$ cat config.mk
export PLATFORM = sky130hd
export DESIGN_NAME = bcd_calendar
export DESIGN_NICKNAME = d
export VERILOG_FILES = /design/src/rtl/cal_pkg.sv /design/src/rtl/cal_prescaler.sv /design/src/rtl/cal_advance.sv /design/src/rtl/bcd_calendar.sv
export SDC_FILE = /design/constraint.sdc
export NUM_CORES = 1
export LEC_CHECK = 0
export BUFFER_PORTS_ARGS = -buffer_cell sky130_fd_sc_hd__buf_2
export CAP_MARGIN = 0
export CORE_ASPECT_RATIO = 2
export CORE_MARGIN = 5
export CORE_UTILIZATION = 35
export DETAILED_ROUTE_END_ITERATION = 6
export GPL_TIMING_DRIVEN = 0
export SETUP_SLACK_MARGIN = 0.15
export SLEW_MARGIN = 10
export SYNTH_ARGS = -nofsm -noshare
export SYNTH_HDL_FRONTEND = slang
export SYNTH_SLANG_ARGS = --single-unit
$ cat constraint.sdc
create_clock -name clk -period 3.9 [get_ports clk]
set_input_delay 0.39 -clock clk [delete_from_list [all_inputs] [get_ports clk]]
set_output_delay 0.39 -clock clk [all_outputs]
set_load 0.01 [all_outputs]
$ cat src/rtl/cal_pkg.sv
package cal_pkg;

    localparam int FIELD_W   = 8;
    localparam int ADDR_W    = 3;
    localparam int HR_MODE_B = 6;
    localparam int HR_PM_B   = 5;
    localparam int STOP_B    = 7;

    typedef logic [FIELD_W-1:0] bcd8_t;

    typedef enum logic [ADDR_W-1:0] {
        AD_SEC   = 3'd0,
        AD_MIN   = 3'd1,
        AD_HOUR  = 3'd2,
        AD_WDAY  = 3'd3,
        AD_DATE  = 3'd4,
        AD_MONTH = 3'd5,
        AD_YEAR  = 3'd6,
        AD_CTRL  = 3'd7
    } cal_addr_e;

    typedef struct packed {
        bcd8_t year;
        bcd8_t month;
        bcd8_t date;
        bcd8_t wday;
        bcd8_t hour;
        bcd8_t min;
        bcd8_t sec;
    } cal_time_t;

    typedef struct packed {
        bcd8_t val;
        logic  carry;
    } step_t;

    // Generic BCD field step between lo and hi, tolerant of bad digits.
    function automatic step_t bcd_step(bcd8_t v, bcd8_t lo, bcd8_t hi);
        step_t r;
        if (v >= hi) begin
            r.val   = lo;
            r.carry = 1'b1;
        end else if (v[3:0] >= 4'd9) begin
            r.val   = {v[7:4] + 4'd1, 4'd0};
            r.carry = 1'b0;
        end else begin
            r.val   = {v[7:4], v[3:0] + 4'd1};
            r.carry = 1'b0;
        end
        return r;
    endfunction

    // Year value mod 4 equals (2*tens + ones) mod 4.
    function automatic logic year_is_leap(bcd8_t y);
        logic [4:0] s;
        s = {y[7:4], 1'b0} + {1'b0, y[3:0]};
        return ((s & 5'd3) == 5'd0);
    endfunction

    function automatic bcd8_t month_last_day(bcd8_t mon, bcd8_t yr);
        bcd8_t d;
        case (mon)
            8'h02:                      d = year_is_leap(yr) ? 8'h29 : 8'h28;
            8'h04, 8'h06, 8'h09, 8'h11: d = 8'h30;
            default:                    d = 8'h31;
        endcase
        return d;
    endfunction

    // Hours step in either encoding; carry means a new day begins.
    function automatic step_t hour_step(bcd8_t h);
        step_t      r;
        logic [4:0] hv;
        logic       pm;
        hv = h[4:0];
        pm = h[HR_PM_B];
        if (h[HR_MODE_B]) begin
            r.carry = 1'b0;
            if (hv == 5'h11) begin
                r.val   = {h[7:6], ~pm, 5'h12};
                r.carry = pm;
            end else if (hv >= 5'h12) begin
                r.val = {h[7:6], pm, 5'h01};
            end else if (hv[3:0] >= 4'd9) begin
                r.val = {h[7:5], 1'b1, 4'h0};
            end else begin
                r.val = {h[7:5], hv[4], hv[3:0] + 4'd1};
            end
        end else begin
            r = bcd_step(h, 8'h00, 8'h23);
        end
        return r;
    endfunction

endpackage

$ cat src/rtl/cal_prescaler.sv
module cal_prescaler #(
    parameter int TICKS = 32768
) (
    input  logic clk,
    input  logic rst,
    input  logic tick,
    input  logic hold,
    input  logic clear,
    output logic sec_pulse
);
    localparam int CW = (TICKS > 1) ? $clog2(TICKS) : 1;
    localparam logic [CW-1:0] LAST = CW'(TICKS - 1);

    logic [CW-1:0] phase_q;

    assign sec_pulse = tick && !hold && !clear && (phase_q == LAST);

    always_ff @(posedge clk) begin
        if (rst || clear) begin
            phase_q <= '0;
        end else if (tick && !hold) begin
            phase_q <= (phase_q == LAST) ? '0 : phase_q + 1'b1;
        end
    end

endmodule

$ cat src/rtl/cal_advance.sv
module cal_advance
    import cal_pkg::*;
(
    input  cal_time_t cur,
    output cal_time_t nxt
);
    step_t s_st, m_st, h_st, w_st, d_st, mo_st, y_st;

    always_comb begin
        nxt   = cur;
        s_st  = bcd_step(cur.sec, 8'h00, 8'h59);
        m_st  = bcd_step(cur.min, 8'h00, 8'h59);
        h_st  = hour_step(cur.hour);
        w_st  = bcd_step(cur.wday, 8'h01, 8'h07);
        d_st  = bcd_step(cur.date, 8'h01, month_last_day(cur.month, cur.year));
        mo_st = bcd_step(cur.month, 8'h01, 8'h12);
        y_st  = bcd_step(cur.year, 8'h00, 8'h99);

        nxt.sec = s_st.val;
        if (s_st.carry) begin
            nxt.min = m_st.val;
            if (m_st.carry) begin
                nxt.hour = h_st.val;
                if (h_st.carry) begin
                    nxt.wday = w_st.val;
                    nxt.date = d_st.val;
                    if (d_st.carry) begin
                        nxt.month = mo_st.val;
                        if (mo_st.carry) begin
                            nxt.year = y_st.val;
                        end
                    end
                end
            end
        end
    end

endmodule

$ cat src/rtl/bcd_calendar.sv
module bcd_calendar
    import cal_pkg::*;
#(
    parameter int TICKS_PER_SEC = 32768
) (
    input  logic       clk,
    input  logic       rst,
    input  logic       osc_tick,
    input  logic       reg_we,
    input  logic [2:0] reg_addr,
    input  logic [7:0] reg_wdata,
    output logic [7:0] reg_rdata,
    output logic       sec_strobe
);
    localparam cal_time_t RESET_TIME = '{
        year: 8'h00, month: 8'h01, date: 8'h01, wday: 8'h01,
        hour: 8'h00, min: 8'h00, sec: 8'h00
    };

    cal_time_t time_q, time_nxt;
    logic      stop_q;
    logic      strobe_q;
    logic      adv_pulse;

    cal_prescaler #(.TICKS(TICKS_PER_SEC)) u_div (
        .clk      (clk),
        .rst      (rst),
        .tick     (osc_tick),
        .hold     (stop_q),
        .clear    (reg_we),
        .sec_pulse(adv_pulse)
    );

    cal_advance u_adv (
        .cur(time_q),
        .nxt(time_nxt)
    );

    always_ff @(posedge clk) begin
        if (rst) begin
            time_q   <= RESET_TIME;
            stop_q   <= 1'b0;
            strobe_q <= 1'b0;
        end else begin
            strobe_q <= adv_pulse;
            if (reg_we) begin
                case (cal_addr_e'(reg_addr))
                    AD_SEC:   time_q.sec   <= reg_wdata;
                    AD_MIN:   time_q.min   <= reg_wdata;
                    AD_HOUR:  time_q.hour  <= reg_wdata;
                    AD_WDAY:  time_q.wday  <= reg_wdata;
                    AD_DATE:  time_q.date  <= reg_wdata;
                    AD_MONTH: time_q.month <= reg_wdata;
                    AD_YEAR:  time_q.year  <= reg_wdata;
                    default:  stop_q       <= reg_wdata[STOP_B];
                endcase
            end else if (adv_pulse) begin
                time_q <= time_nxt;
            end
        end
    end

    always_comb begin
        case (cal_addr_e'(reg_addr))
            AD_SEC:   reg_rdata = time_q.sec;
            AD_MIN:   reg_rdata = time_q.min;
            AD_HOUR:  reg_rdata = time_q.hour;
            AD_WDAY:  reg_rdata = time_q.wday;
            AD_DATE:  reg_rdata = time_q.date;
            AD_MONTH: reg_rdata = time_q.month;
            AD_YEAR:  reg_rdata = time_q.year;
            default:  reg_rdata = {stop_q, 7'b0};
        endcase
    end

    assign sec_strobe = strobe_q;


    stop_freeze_chk: assert property (@(posedge clk) disable iff (rst)
        (stop_q && !reg_we) |=> $stable(time_q));


    stop_quiet_chk: assert property (@(posedge clk) disable iff (rst)
        (stop_q && !reg_we) |=> !sec_strobe);


    write_no_step_chk: assert property (@(posedge clk) disable iff (rst)
        reg_we |=> !sec_strobe);


    sec_valid_chk: assert property (@(posedge clk) disable iff (rst)
        sec_strobe |-> (time_q.sec[3:0] <= 4'd9 && time_q.sec <= 8'h59));


    mode_keep_chk: assert property (@(posedge clk) disable iff (rst)
        sec_strobe |-> (time_q.hour[HR_MODE_B] == $past(time_q.hour[HR_MODE_B])));

endmodule

==> impl.org <==
** Run status
- The flow ran to the end, and the final reports show no timing, DRC or antenna violations.

** Place
- Once detailed placement completed, the half-perimeter wirelength came to about 15 mm.
- At the end of routability-driven placement, the weighted congestion stood at 0.966.
- In this run the tool buffered the top-level ports with 21 buffer cells.

** Synthesis
- Register area share after synthesis :: 0.279
- The synthesized design contains 73 register bits.
- The most used flip-flop cell after synthesis is sky130_fd_sc_hd__dfxtp_1.
- Post-synthesis mux area share :: 0.0538
- Library cell with the largest summed area after synthesis :: sky130_fd_sc_hd__dfxtp_1
- Of the total synthesized cell area, the portion taken by AND, OR, NAND and NOR gates is 0.245.
- Total nets after synthesis :: 707
- During synthesis, Yosys emitted a total of 0 warnings.
- Fraction of synthesized cell area in xor and xnor cells :: 0.0234
- Dominant combinational cell family by area after synthesis :: simple AND/OR/NAND/NOR gates
- The number of different library cells used by synthesis comes to 86.
- After technology mapping, the gate count stands at 649.
- The synthesized design contains 0 enable-type register cells.
- Of the total synthesized cell area, the portion taken by full adders, half adders and majority gates is 0.103.
- For this run, asynchronously set or reset flops after synthesis account for 0.
- The share of synthesized area in the top cell type comes to 0.279.
- The fraction of the mapped netlist area in compound gates was 0.241.
- Synth top area cells :: sky130_fd_sc_hd__dfxtp_1, sky130_fd_sc_hd__ha_1, sky130_fd_sc_hd__nor2_1
- Post-Syn Area per Cell :: just over 8 µm²
- Post-synth design cell area :: approximately 5200 µm²

** Critical path
- The worst setup path is launched from a register.
- Along the worst path, the maximum fanout reaches 8.
- The slowest stage of the critical path is the sky130_fd_sc_hd__or4_1 cell.
- Critical path type :: reg2reg
- Critical Path Sink Type :: register
- Cell seen most often among critical-path stages :: sky130_fd_sc_hd__ha_1
- CP Data Required Time :: 4.09 ns
- Walking the worst path, the cells encountered are inv_1 -> ha_1 -> o211ai_1 -> a21oi_1 -> a31oi_1 -> nor3_1 -> nor2_1 -> ha_1 -> nand3_1 -> a2bb2oi_2 -> o2bb2ai_4 -> or4_1 -> buf_2 -> a211oi_2 -> a211oi_1.
- Worst-case reg-to-reg path depth :: 15
- WP data arrival :: between 3 and 4 ns
- On the worst path, the slowest cell contributes a delay of roughly 0.55 ns.

** Drt
- In the routed design, unresolved DRC markers number 0.
- For this block, the routed nets add up to between 15 and 20 mm of wire.
- Detailed routing placed a total of 9.76 mm of wire on met2.
- In this run the remaining antenna-violating nets after routing total 0.
- Vias :: between 5000 and 6000
- The detailed router finished its first iteration with 388 violations.
- Routed met1 length :: around 6.2 mm
- Met3 wire len :: about 960 µm
- Dividing the detail-routed wire length by the instance count gives 21.5 µm.
- First drt pass iteration count :: 5
- After detailed routing, the number of vias per cell comes to 6.01.
- In this run the top signal layer used is met4.

** Clock tree
- For the worst-skew pair, the clock arrives at the later sink with an insertion delay of about 0.34 ns.
- Number of buffers on the longest clock path :: 2
- Post-CTS timing repair inserted 0 buffers for setup.
- In this run, CTS created clock tree buffers numbering 9.
- Hold-fix buffer count after cts :: 0
- CTS Root Cell :: sky130_fd_sc_hd__clkbuf_16
- TritonCTS clock tree :: built
- Clock-pin slew was measured on the worst setup and hold paths at ~0.070 ns.
- Clock net sink count :: 73
- In this run the number of H-tree levels came out at 3.

** Pwr
- Power spread over the standard cell area amounts to ~320 nW/µm².
- Across the VDD grid, the largest voltage drop is a little under 0.2 mV.
- Leakage component of the power :: ~0.0022 µW

** Die
- Core Rows :: 63
- Initial standard-cell utilization of the core :: 0.355
- The die covers around 18000 µm².
- From left edge to right edge, the die measures about 96 µm.
- In this run the vertical extent of the chip is roughly 180 µm.
- For this design the top-level I/O count stands at 24.
- Core Area :: 14700 µm²

** STA
- Shortest clock period the worst path allows after layout :: ~3.4 ns
- Measured against its own limit, the worst slew margin works out to 0.454.
- RSZ-0062 raised after global routing :: false
- Setup violations remaining at the end of the flow were counted as 0.
- For the final database, setup skew stands at about 0.014 ns.
- Across all hold checks on the routed design, the worst slack comes to around 0.33 ns.
- Period Utilization, post-route :: 0.860
- At the pin with the least slew margin, the transition time is 0.812 ns.
- Timing would allow up to 0.298 GHz.
- Final count of pins violating max slew :: 0
- Final-report hold violation count :: 0
- Summed negative setup slack over all endpoints :: 0 ns

** GRT
- Entering global routing, the biggest net connects 13 pins.
- Global-route congestion overflow total :: 0
- Vias in the first global route :: about 5400
- Global-route usage over all layers :: 0.221
- Number of antenna violations at the first check in global routing :: 0
- Wire length of the first global-routing pass :: ~29 mm

** Min path
- Worst hold path depth :: 3
- In this run the worst hold path is classified as in2reg.

** Cells and area
- Most common cell after layout, fill and taps aside :: sky130_fd_sc_hd__dfxtp_1
- The number of antenna diodes in the final layout is 0.
- Number of nets at the end of the flow :: 739
- Of the cells placed in the final design, the portion with a size suffix greater than 1 is 0.111.
- Layout-stage area growth over the synthesis result :: 13.0%
- The library cells used most frequently in the layout, excluding fill and tap cells, are sky130_fd_sc_hd__dfxtp_1, sky130_fd_sc_hd__nor2_1, sky130_fd_sc_hd__nand2_1.

** Flow run
- Max Cap Violations :: 0
==> Yosys cell counts, types with 4 or more instances <==
master,instances
sky130_fd_sc_hd__a211oi_1,16
sky130_fd_sc_hd__a21o_1,4
sky130_fd_sc_hd__a21oi_1,39
sky130_fd_sc_hd__a221oi_1,4
sky130_fd_sc_hd__a22oi_1,8
sky130_fd_sc_hd__a311oi_1,7
sky130_fd_sc_hd__a31oi_1,5
sky130_fd_sc_hd__and2_1,5
sky130_fd_sc_hd__buf_2,6
sky130_fd_sc_hd__clkbuf_1,19
sky130_fd_sc_hd__dfxtp_1,73
sky130_fd_sc_hd__ha_1,43
sky130_fd_sc_hd__inv_1,38
sky130_fd_sc_hd__mux2i_1,18
sky130_fd_sc_hd__nand2_1,52
sky130_fd_sc_hd__nand2b_1,6
sky130_fd_sc_hd__nand3_1,28
sky130_fd_sc_hd__nand3b_1,5
sky130_fd_sc_hd__nand4_1,8
sky130_fd_sc_hd__nor2_1,66
sky130_fd_sc_hd__nor2b_1,11
sky130_fd_sc_hd__nor3_1,15
sky130_fd_sc_hd__nor3b_1,7
sky130_fd_sc_hd__nor4_1,4
sky130_fd_sc_hd__o211ai_1,5
sky130_fd_sc_hd__o21ai_0,40
sky130_fd_sc_hd__o21ai_1,5
sky130_fd_sc_hd__o31a_1,4
sky130_fd_sc_hd__o31ai_1,10
sky130_fd_sc_hd__xnor2_1,7
sky130_fd_sc_hd__xor2_1,7
==> per-stage QoR <==
step | std cells | worst slack, ns | utilization | area (µm²) | power, µW
after floorplan | 649 | 1.01 | - | 5230 | 921
after global placement | 865 | 0.450 | 0.379 | 5580 | 1000
after detailed placement | 865 | 0.508 | 0.379 | 5580 | 1010
after CTS | 881 | 0.433 | 0.400 | 5900 | 1920
after global routing | 881 | 0.334 | 0.401 | 5910 | 1970
final | 881 | 0.544 | 0.401 | 5910 | 1910
==> per-layer routing <==
metal / vias to the layer above / GRT usage
li1: 2452 / -
met1: 2514 / 0.207
met2: 235 / 0.397
met3: 94 / 0.0361
met4: 0 / 0.189
met5: - / 0
==> layout make-up <==
cell class                 instances  area, µm²
buffer                            30        135
clock inverter                     4       76.3
inverter                          40        150
multi-input combinational        506       3490
clock buffer                      12        246
timing repair buffer              21        105
sequential                        73       1460
tap                              195        244
fill                            1515       8830
==> logic make-up after synthesis <==
kind of cell               Yosys count
and+or+nand+nor                    241
AOI/OAI and AO/OA                  184
DFF                                 73
buffers and inverters               70
adders and majority gates           43
muxes                               24
xor gates and xnor gates            14
==> worst max-delay path, delay by kind of cell (launching register included) <==
kind,cells,cell delay [ns]
simple gates,4,1.01
compound gates,7,0.96
fa+ha+maj,2,0.52
flops,1,0.38
buf+inv,2,0.32
==> registers in the layout, summed over array words and instances (netlist names) <==
signal	count
u_div.phase_q	15
sec_strobe	1
time_q	56
stop_q	1
==> repair_timing <==
item / 4_1_cts / 5_1_grt
setup endpoints to repair: 0 / 1
gates resized for setup: 0 / 1
endpoints found under the hold margin: 0 / 0
==> final timing paths <==
| path | startpoint | endpoint | slack, ns |
|---|---|---|---|
| setup reg to reg | time_q[40]$_SDFFE_PP1P_ | time_q[41]$_SDFFE_PP0P_ | 0.54 |
| hold reg to reg | u_div.phase_q[14]$_SDFFE_PP0P_ | u_div.phase_q[14]$_SDFFE_PP0P_ | 0.50 |
| hold / removal | reg_wdata[6] | time_q[22]$_SDFFE_PP0P_ | 0.33 |
| setup / recovery | time_q[40]$_SDFFE_PP1P_ | time_q[41]$_SDFFE_PP0P_ | 0.54 |
==> power breakdown <==
| part | internal (µW) | total [µW] | switching (µW) |
|---|---|---|---|
| Combinational | 67.1 | 222 | 155 |
| Sequential | 755 | 771 | 15.6 |
| Clock | 580 | 920 | 340 |
| Total | 1400 | 1910 | 511 |
No activity file was read; power rests on OpenSTA's default activity.
